==> src/rtl/rom_layer_pkg.sv <==
package rom_layer_pkg;
  typedef enum logic [2:0] {
    ST_IDLE, ST_CMD, ST_READ, ST_MATCH, ST_SEARCH, ST_FUNC, ST_DEAF
  } rl_state_e;

  typedef enum logic [2:0] {
    OP_READ, OP_MATCH, OP_SEARCH, OP_SKIP, OP_RESUME, OP_ODSKIP, OP_ODMATCH, OP_BAD
  } rl_op_e;

  typedef enum logic [1:0] {
    PH_BIT, PH_INV, PH_CHOICE
  } rl_phase_e;
endpackage

==> src/rtl/rl_cmd_decode.sv <==
module rl_cmd_decode
  import rom_layer_pkg::*;
#(
  parameter int CMD_W = 8,
  parameter logic [CMD_W-1:0] C_READ    = 8'h33,
  parameter logic [CMD_W-1:0] C_MATCH   = 8'h55,
  parameter logic [CMD_W-1:0] C_SEARCH  = 8'hF0,
  parameter logic [CMD_W-1:0] C_SKIP    = 8'hCC,
  parameter logic [CMD_W-1:0] C_RESUME  = 8'hA5,
  parameter logic [CMD_W-1:0] C_ODSKIP  = 8'h3C,
  parameter logic [CMD_W-1:0] C_ODMATCH = 8'h69
) (
  input  logic [CMD_W-1:0] code,
  output rl_op_e           op
);
  always_comb begin
    if      (code == C_READ)    op = OP_READ;
    else if (code == C_MATCH)   op = OP_MATCH;
    else if (code == C_SEARCH)  op = OP_SEARCH;
    else if (code == C_SKIP)    op = OP_SKIP;
    else if (code == C_RESUME)  op = OP_RESUME;
    else if (code == C_ODSKIP)  op = OP_ODSKIP;
    else if (code == C_ODMATCH) op = OP_ODMATCH;
    else                        op = OP_BAD;
  end
endmodule

==> src/rtl/rl_id_pick.sv <==
module rl_id_pick #(
  parameter int ID_W  = 64,
  parameter int IDX_W = $clog2(ID_W)
) (
  input  logic [ID_W-1:0]  id,
  input  logic [IDX_W-1:0] idx,
  output logic             bit_o
);
  assign bit_o = id[idx];
endmodule

==> src/rtl/rl_speed.sv <==
module rl_speed (
  input  logic clk,
  input  logic rst,
  input  logic bus_reset,
  input  logic reset_std,
  input  logic go_fast,
  output logic overdrive
);
  always_ff @(posedge clk) begin
    if (rst)                          overdrive <= 1'b0;
    else if (bus_reset && reset_std)  overdrive <= 1'b0;
    else if (go_fast)                 overdrive <= 1'b1;
  end
endmodule

==> src/rtl/rom_cmd_layer.sv <==
module rom_cmd_layer
  import rom_layer_pkg::*;
#(
  parameter int ID_W  = 64,
  parameter int CMD_W = 8,
  parameter logic [CMD_W-1:0] C_READ    = 8'h33,
  parameter logic [CMD_W-1:0] C_MATCH   = 8'h55,
  parameter logic [CMD_W-1:0] C_SEARCH  = 8'hF0,
  parameter logic [CMD_W-1:0] C_SKIP    = 8'hCC,
  parameter logic [CMD_W-1:0] C_RESUME  = 8'hA5,
  parameter logic [CMD_W-1:0] C_ODSKIP  = 8'h3C,
  parameter logic [CMD_W-1:0] C_ODMATCH = 8'h69
) (
  input  logic            clk,
  input  logic            rst,
  input  logic            bus_reset,
  input  logic            reset_std,
  input  logic            wr_strobe,
  input  logic            wr_bit,
  input  logic            rd_strobe,
  input  logic [ID_W-1:0] dev_id,
  output logic            rd_bit,
  output logic            func_en,
  output logic            overdrive
);
  localparam int IDX_W = (ID_W > CMD_W) ? $clog2(ID_W) : $clog2(CMD_W);
  localparam logic [IDX_W-1:0] ID_LAST  = IDX_W'(ID_W - 1);
  localparam logic [IDX_W-1:0] CMD_LAST = IDX_W'(CMD_W - 1);

  rl_state_e        state;
  rl_phase_e        phase;
  logic [IDX_W-1:0] cnt;
  logic [CMD_W-2:0] cmd_sr;
  logic             resume_q;
  logic             id_bit;
  logic             byte_done;
  logic             go_fast;
  rl_op_e           op;

  rl_cmd_decode #(
    .CMD_W(CMD_W), .C_READ(C_READ), .C_MATCH(C_MATCH), .C_SEARCH(C_SEARCH),
    .C_SKIP(C_SKIP), .C_RESUME(C_RESUME), .C_ODSKIP(C_ODSKIP), .C_ODMATCH(C_ODMATCH)
  ) u_dec (
    .code ({wr_bit, cmd_sr}),
    .op   (op)
  );

  rl_id_pick #(.ID_W(ID_W), .IDX_W(IDX_W)) u_pick (
    .id    (dev_id),
    .idx   (cnt),
    .bit_o (id_bit)
  );

  assign byte_done = !bus_reset && (state == ST_CMD) && wr_strobe && (cnt == CMD_LAST);
  assign go_fast   = byte_done && ((op == OP_ODSKIP) || (op == OP_ODMATCH));

  rl_speed u_speed (
    .clk       (clk),
    .rst       (rst),
    .bus_reset (bus_reset),
    .reset_std (reset_std),
    .go_fast   (go_fast),
    .overdrive (overdrive)
  );

  always_ff @(posedge clk) begin
    if (rst) begin
      state    <= ST_IDLE;
      phase    <= PH_BIT;
      cnt      <= '0;
      cmd_sr   <= '0;
      resume_q <= 1'b0;
    end else if (bus_reset) begin
      state <= ST_CMD;
      phase <= PH_BIT;
      cnt   <= '0;
    end else begin
      case (state)
        ST_CMD: if (wr_strobe) begin
          cmd_sr <= {wr_bit, cmd_sr[CMD_W-2:1]};
          if (cnt == CMD_LAST) begin
            cnt <= '0;
            case (op)
              OP_READ:                state <= ST_READ;
              OP_MATCH, OP_ODMATCH:   state <= ST_MATCH;
              OP_SEARCH:              state <= ST_SEARCH;
              OP_SKIP, OP_ODSKIP:     state <= ST_FUNC;
              OP_RESUME:              state <= resume_q ? ST_FUNC : ST_DEAF;
              default:                state <= ST_DEAF;
            endcase
          end else begin
            cnt <= cnt + 1'b1;
          end
        end
        ST_READ: if (rd_strobe) begin
          if (cnt == ID_LAST) state <= ST_FUNC;
          else                cnt   <= cnt + 1'b1;
        end
        ST_MATCH: if (wr_strobe) begin
          if (wr_bit != id_bit) begin
            state    <= ST_DEAF;
            resume_q <= 1'b0;
          end else if (cnt == ID_LAST) begin
            state    <= ST_FUNC;
            resume_q <= 1'b1;
          end else begin
            cnt <= cnt + 1'b1;
          end
        end
        ST_SEARCH: begin
          case (phase)
            PH_BIT:  if (rd_strobe) phase <= PH_INV;
            PH_INV:  if (rd_strobe) phase <= PH_CHOICE;
            default: if (wr_strobe) begin
              phase <= PH_BIT;
              if (wr_bit != id_bit) begin
                state    <= ST_DEAF;
                resume_q <= 1'b0;
              end else if (cnt == ID_LAST) begin
                state    <= ST_FUNC;
                resume_q <= 1'b1;
              end else begin
                cnt <= cnt + 1'b1;
              end
            end
          endcase
        end
        default: ;
      endcase
    end
  end

  always_ff @(posedge clk) begin
    if (rst) rd_bit <= 1'b1;
    else begin
      case (state)
        ST_READ:   rd_bit <= id_bit;
        ST_SEARCH: rd_bit <= (phase == PH_BIT) ? id_bit :
                             (phase == PH_INV) ? ~id_bit : 1'b1;
        default:   rd_bit <= 1'b1;
      endcase
    end
  end

  assign func_en = (state == ST_FUNC);
endmodule

==> config.mk <==
export PLATFORM = sky130hd
export DESIGN_NAME = rom_cmd_layer
export DESIGN_NICKNAME = d
export VERILOG_FILES = /design/src/rtl/rom_layer_pkg.sv /design/src/rtl/rl_cmd_decode.sv /design/src/rtl/rl_id_pick.sv /design/src/rtl/rl_speed.sv /design/src/rtl/rom_cmd_layer.sv
export SDC_FILE = /design/constraint.sdc
export NUM_CORES = 1
export LEC_CHECK = 0
export ABC_CLOCK_PERIOD_IN_PS = 7310
export CAP_MARGIN = 20
export CORE_MARGIN = 2
export CORE_UTILIZATION = 48
export DETAILED_ROUTE_END_ITERATION = 6
export PLACE_DENSITY = 0.84
export REMOVE_ABC_BUFFERS = 1
export SETUP_SLACK_MARGIN = 0.02
export SYNTH_ARGS = -nofsm -noshare
export SYNTH_HDL_FRONTEND = slang
export SYNTH_HIERARCHICAL = 1
export SYNTH_SLANG_ARGS = --single-unit
==> constraint.sdc <==
create_clock -name clk -period 7.31 [get_ports clk]
set_input_delay 2.193 -clock clk [delete_from_list [all_inputs] [get_ports clk]]
set_output_delay 2.193 -clock clk [all_outputs]
set_load 0.02 [all_outputs]
# After elaboration in Yosys (flattened, before gate mapping)

Index checks and enable logic that the tools add are counted.

Register bits: 21
Input bits: 71
Output and inout bits: 3
Logic and storage cells: 108

Add/sub/neg operators: 1
$lt $le $gt $ge: 1
Eq/ne operators: 32
Multiplexer cells: 40
Bitwise logic cells: 2
Reduce and logical (&&, ||, !) cells: 24

Operators by type and width:

| kind                  | number |
|---|---|
| $mux W6               | 7 |
| $mux W3               | 13 |
| $eq A8 B8 Y1 const B  | 3 |
| $pmux W6 S4           | 1 |
| $eq A8 B6 Y1 const B  | 2 |
| $eq A8 B7 Y1 const B  | 2 |
| $eq A3 B3 Y1 const B  | 5 |
| $pmux W3 S5           | 1 |
| $eq A3 B2 Y1 const B  | 4 |
| $pmux W3 S4           | 1 |
| $ne A2 B2 Y1 const B  | 5 |
| $reduce_and A5 Y1     | 2 |
| $reduce_or A2 Y1      | 5 |
| $mux W1               | 9 |
| $ne A3 B3 Y1 const B  | 3 |
| $mux W2               | 4 |
| $reduce_and A4 Y1     | 2 |
| $lt A6 B7 Y1 const B  | 1 |
| $add A6 B1 Y6 const B | 1 |
| $bmux W1 S6           | 1 |
| $eq A3 B1 Y1 const B  | 2 |
| $eq A6 B3 Y1 const B  | 1 |
| $eq A6 B6 Y1 const B  | 1 |
| $reduce_and A3 Y1     | 2 |
| other kinds (16)      | 22 |

# Logic depth before layout (Yosys ltp)

Depth after elaboration: 15
Depth in mapped cells: 13
Gate-level depth less buffers: 10

# Cells and area by module

The synthesis kept the hierarchy.

Modules (own cells, without submodules):

| module        | instances | cells an instance | area each (um^2) | seq. area each (um^2) |
|---|---|---|---|---|
| rom_cmd_layer | 1         | 155               | 1285.0           | 400.4 |
| rl_id_pick    | 1         | 62                | 600.6            | 0.0 |
| rl_cmd_decode | 1         | 20                | 196.4            | 0.0 |
| rl_speed      | 1         | 3                 | 36.3             | 20.0 |

# Worst setup path after synthesis

Ideal clock, no wire load.

Path kind: input to register
From: in dev_id[53]
To: reg cnt[3]
Setup time: 70 ps
Arrival time: 4485 ps
Data required time: 7240 ps
Path slack: 2755 ps
Stages: 10
Buffers on the path: 0
Cells stage by stage: mux4_1 -> o2111ai_1 -> nand3_1 -> a211oi_2 -> a211oi_2 -> xor2_2 -> a211oi_2 -> o31ai_2 -> or4_1 -> a21oi_1

Cells in the longest elaborated chain, start to end: 7

Ends and longest elaborated chain:

| what                            | RTL line                                   | text |
|---|---|---|
| from (decl)                     | rom_cmd_layer.sv:21                        | `input logic [ID_W-1:0] dev_id,` |
| $bmux W1 S6 *                   | rl_id_pick.sv:9                            | `assign bit_o = id[idx];` |
| $mux W1 (implied by the code) * | rl_id_pick.sv:9                            |  |
| via id_bit                      | rom_cmd_layer.sv:35                        | `logic id_bit;` |
| $ne A1 B1 Y1 *                  | rom_cmd_layer.sv:100, rom_cmd_layer.sv:116 |  |
| $mux W6 * (2 in a row)          | --                                         |  |
| $mux W6                         | --                                         |  |
| $pmux W6 S4 *                   | --                                         |  |
| to (signal assigned)            | rom_cmd_layer.sv:92                        | `cnt <= cnt + 1'b1;` |
| to (signal assigned)            | rom_cmd_layer.sv:97                        | `else cnt <= cnt + 1'b1;` |
| to (signal assigned)            | rom_cmd_layer.sv:107                       | `cnt <= cnt + 1'b1;` |
| to (decl)                       | rom_cmd_layer.sv:32                        | `logic [IDX_W-1:0] cnt;` |

The timed path passes the listed nets; every way through them passes the cells marked *. The select of a mux whose other input is x is not followed.
A chain may end at the register's enable or synchronous reset.

# Worst setup path after layout

From: in dev_id[32]
To: reg cnt[3]

Same word-level chain as after synthesis.

==> metrics.md <==
| Metric | Value |
|---|---|
| Status | `finished, final reports clean` |
| Number of hold buffers added after CTS | `0` |
| Critical Path Source Type | `input pin` |
| Internal power component | `roughly 210 µW` |
| Category of the critical setup timing path | `in2reg` |
| Net Sw Frac | `0.265` |
| Highest ir drop seen on vdd | `55.8 µV` |
| Clock network fraction of design power | `0.282` |
| Yosys warnings | `6` |
| Cell at the root of the clock tree | `sky130_fd_sc_hd__clkbuf_8` |
| Largest clock skew in the final design | `0.00191 ns` |
| Unrepaired setup endpoints after global routing | `no` |
| Total power draw | `282 µW` |
| Cts repair resizes | `0` |
| Final Hold Fails | `0` |
| Seq pwr share | `0.432` |
| Final worst slack | `around 2.4 ns` |
| Sum of negative setup slack | `0 ns` |
| Pwr per Cell Area | `between 90 and 100 nW/µm²` |
| Final core utilization | `0.671` |
| Site Rows | `24` |
| Post-DP HPWL | `between 4 and 5 mm` |
| Shortest period the worst path allows | `about 5.0 ns` |
| Post-synthesis sequential element count | `21` |
| Worst Setup Slack post-DPL | `roughly 2 ns` |
| Die height | `between 70 and 80 µm` |
| Stage delay of the slowest cell on the critical path | `0.67 ns` |
| Number of distinct library cells after synthesis | `64` |
| Depth of the CTS H-tree | `1` |
| Data required time of the critical path | `around 7.5 ns` |
| Summed instance area of the synthesized netlist | `roughly 2100 µm²` |
| DR DRC count | `0` |
| Area enclosed by the die boundary | `4960 µm²` |
| Path category of the worst min-delay check | `reg2reg` |
| Vias in the first global route | `2,096` |
| Share of cells above drive strength 1 | `0.132` |
| Number of clock sinks | `21` |
| Area growth, synth to finish | `36.0%` |
| Antenna violations before repair | `0` |
| Starting density of the core | `0.493` |
| Std-Cell Core Area | `~4300 µm²` |
| Drt pass-1 iters | `4` |
| Kind of end point of the critical path | `register` |
| Cell breakdown of the critical path | `clkdlybuf4s50_1 > nor2b_1 > a2111oi_0 > nor4_1 > a211oi_2 > a211oi_2 > xor2_2 > a211oi_2 > o31ai_2 > or4_1 > a21oi_1` |
| Initial DRC Count | `about 220` |
| Max Root-Sink Buffers | `2` |
| Final routed wire length divided by cell count | `15.7 µm` |
| Most used flip-flop cell after synthesis | `sky130_fd_sc_hd__dfxtp_1` |
| Share of synthesized flip-flops with an asynchronous set or reset | `0` |
| Leakage dissipation | `0.957 nW` |
| Master of the slowest instance on the critical path | `sky130_fd_sc_hd__o31ai_2` |
| Clock-pin slew on the worst setup and hold paths | `roughly 0.080 ns` |
| Maximum number of pins on one net before global-route repair | `23` |
| Buffers added on ports | `73` |
| Total routing resource utilization after global routing | `0.233` |
| Clock network latency to the later pin of the worst-skew pair | `0.27 ns` |
| Number of vias in the routed layout | `2,159` |
| Post-Syn Area per Cell | `just under 9 µm²` |
| Antenna violation net count after detailed routing | `0` |
| Final wirelength | `5.55 mm` |
| Most used cell, CP | `sky130_fd_sc_hd__a211oi_2` |
| Setup Buffers After CTS | `0` |
| Die span in x | `70.4 µm` |
| Worst slew margin | `0.391` |
| Post-synthesis sequential area ratio | `0.198` |
| Final net count | `375` |
| I/O pins | `74` |
| Number of pins with negative max-slew slack in the final report | `0` |
| Share of the cycle needed by the critical path after routing | `0.678` |
| FF-to-FF path depth | `11` |
| Wire length of the first global-routing pass | `between 9 and 10 mm` |
| Arrival time of the worst setup path | `roughly 5 ns` |
| Total inserted antenna cells | `0` |
| Setup violation total in the final timing report | `0` |
| MaxCap Viol Count | `0` |
| Number of standard cells after synthesis | `240` |
| Maximum fanout along the worst path | `12` |
| CTS Buf Count | `3` |
| Total global routing overflow | `0` |
| Peak Freq | `~0.20 GHz` |
| Number of enable-type register cells in the synthesized netlist | `0` |
| Pin slew with the least headroom to its limit | `slightly above 0.9 ns` |
| Gpl congestion | `between 0.9 and 1` |
| NetSw | `between 70 and 80 µW` |
| TritonCTS clock tree | `built` |
| Worst hold path depth | `2` |
| Vias/cell | `a little over 6` |
| Combinational fraction of design power | `0.286` |
-- per-layer routing --
metal / share of wire / global-route usage / wire length (µm) / vias to the layer above
met5: 0 / 0 / 0 / -
met2: 0.51 / 0.414 / 2820 / 97
met3: 0.066 / 0.0375 / 365 / 16
met1: 0.40 / 0.278 / 2210 / 1000
met4: 0.026 / 0.0940 / 144 / 0
li1: - / - / - / 1046
-- power groups by stage --
stage,clock [mW],sequential (mW),combinational (mW)
2_1_floorplan,0,0.124,0.0333
4_1_cts,0.0803,0.122,0.0810
3_5_place_dp,0,0.125,0.0809
3_3_place_gp,0,0.125,0.0796
6_report,0.0796,0.122,0.0808
5_1_grt,0.0841,0.123,0.0877
-- cell usage in the layout (no fill, tap or decap), types with 2 or more instances in the layout --
| cell | instances |
|---|---|
| sky130_fd_sc_hd__nand3_1 | 8 |
| sky130_fd_sc_hd__clkdlybuf4s50_1 | 73 |
| sky130_fd_sc_hd__dfxtp_1 | 21 |
| sky130_fd_sc_hd__or3_1 | 4 |
| sky130_fd_sc_hd__a211oi_1 | 4 |
| sky130_fd_sc_hd__nor3b_1 | 2 |
| sky130_fd_sc_hd__nor4bb_1 | 2 |
| sky130_fd_sc_hd__mux2i_1 | 13 |
| sky130_fd_sc_hd__nor3_1 | 4 |
| sky130_fd_sc_hd__nand4bb_1 | 4 |
| sky130_fd_sc_hd__nor2_1 | 25 |
| sky130_fd_sc_hd__a21oi_1 | 12 |
| sky130_fd_sc_hd__o211a_1 | 2 |
| sky130_fd_sc_hd__a22oi_1 | 3 |
| sky130_fd_sc_hd__mux4_2 | 11 |
| sky130_fd_sc_hd__a211oi_2 | 4 |
| sky130_fd_sc_hd__xor2_1 | 2 |
| sky130_fd_sc_hd__clkbuf_8 | 3 |
| sky130_fd_sc_hd__o21ai_0 | 7 |
| sky130_fd_sc_hd__or2_2 | 2 |
| sky130_fd_sc_hd__and4bb_1 | 2 |
| sky130_fd_sc_hd__a2111oi_0 | 2 |
| sky130_fd_sc_hd__nor2b_1 | 5 |
| sky130_fd_sc_hd__nor4_1 | 5 |
| sky130_fd_sc_hd__and3_1 | 3 |
| sky130_fd_sc_hd__nand2b_1 | 6 |
| sky130_fd_sc_hd__nand2_1 | 16 |
| sky130_fd_sc_hd__inv_1 | 10 |
| sky130_fd_sc_hd__o21ai_1 | 7 |
| sky130_fd_sc_hd__and2_1 | 2 |
| sky130_fd_sc_hd__and4bb_2 | 6 |
-- sequential cells by signal (all words and copies together) (netlist names) --
register / cells
state: 3
cnt: 6
resume_q: 1
cmd_sr: 7
u_speed/overdrive: 1
rd_bit: 1
phase: 2
-- final cells by class --
type | count | area [µm²]
timing repair buffer | 74 | 738
inverter | 10 | 37.5
fill | 338 | 1410
clock buffer | 3 | 41.3
tap | 52 | 65.1
clock inverter | 1 | 5.00
multi-input combinational | 193 | 1570
sequential | 21 | 420
-- metrics by stage --
step	cell area [µm²]	instances	hold WS (ns)
final	2880	354	0.555
after detailed placement	2840	350	0.541
after global placement	2840	350	0.505
after CTS	2880	354	0.552
after global routing	2880	354	0.582
after floorplan	2030	224	0.498
-- path summary, 6_finish.rpt --
| kind | start | to | slack, ns |
|---|---|---|---|
| max | dev_id[32] | cnt[3] | 2.35 |
| min | u_speed/overdrive | u_speed/overdrive | 0.55 |
| max reg2reg | cnt[0] | cnt[3] | 3.54 |
| min reg2reg | u_speed/overdrive | u_speed/overdrive | 0.55 |
-- cell families (layout without fill, tap and decap cells) --
kind of cell,after synthesis,count (layout),share of synthesized area
AO/OA/AOI/OAI,56,56,0.202
XOR/XNOR,4,4,0.0201
adder cells (fa/ha/maj),1,1,0.00591
buffers and inverters,26,88,0.0585
flip-flops,21,21,0.198
multiplexers,26,26,0.196
AND/OR/NAND/NOR,106,106,0.319
-- synth_stat cells (2+ instances only) --
master / count / share of area
sky130_fd_sc_hd__a22oi_1: 3 / 0.011
sky130_fd_sc_hd__nor4bb_1: 2 / 0.0095
sky130_fd_sc_hd__buf_4: 2 / 0.0071
sky130_fd_sc_hd__clkbuf_1: 3 / 0.0053
sky130_fd_sc_hd__and3_1: 3 / 0.0089
sky130_fd_sc_hd__and2_1: 2 / 0.0059
sky130_fd_sc_hd__a211oi_1: 4 / 0.014
sky130_fd_sc_hd__nor4_1: 5 / 0.015
sky130_fd_sc_hd__o211a_1: 2 / 0.0095
sky130_fd_sc_hd__mux4_2: 11 / 0.12
sky130_fd_sc_hd__a2111oi_0: 2 / 0.0083
sky130_fd_sc_hd__a211oi_2: 4 / 0.024
sky130_fd_sc_hd__inv_1: 10 / 0.018
sky130_fd_sc_hd__nor3b_1: 2 / 0.0071
sky130_fd_sc_hd__nand2_1: 16 / 0.028
sky130_fd_sc_hd__buf_2: 9 / 0.021
sky130_fd_sc_hd__and4bb_1: 2 / 0.012
sky130_fd_sc_hd__dfxtp_1: 21 / 0.20
sky130_fd_sc_hd__mux2i_1: 13 / 0.061
sky130_fd_sc_hd__or2_2: 2 / 0.0059
sky130_fd_sc_hd__xor2_1: 2 / 0.0083
sky130_fd_sc_hd__nor3_1: 4 / 0.0095
sky130_fd_sc_hd__nand4bb_1: 4 / 0.021
sky130_fd_sc_hd__a21oi_1: 12 / 0.028
sky130_fd_sc_hd__o21ai_1: 7 / 0.017
sky130_fd_sc_hd__nor2b_1: 5 / 0.015
sky130_fd_sc_hd__nor2_1: 25 / 0.044
sky130_fd_sc_hd__nand2b_1: 6 / 0.018
sky130_fd_sc_hd__nand3_1: 8 / 0.019
sky130_fd_sc_hd__o21ai_0: 7 / 0.017
sky130_fd_sc_hd__or3_1: 4 / 0.012
sky130_fd_sc_hd__and4bb_2: 6 / 0.035
-- worst max-delay path: cells and delay by family --
family	cells	cell delay (ns)
compound gates	6	1.47
xor+xnor	1	0.28
buf+inv	1	0.45
simple gates	3	0.73
Note: power is estimated with default switching activity, not from simulation.
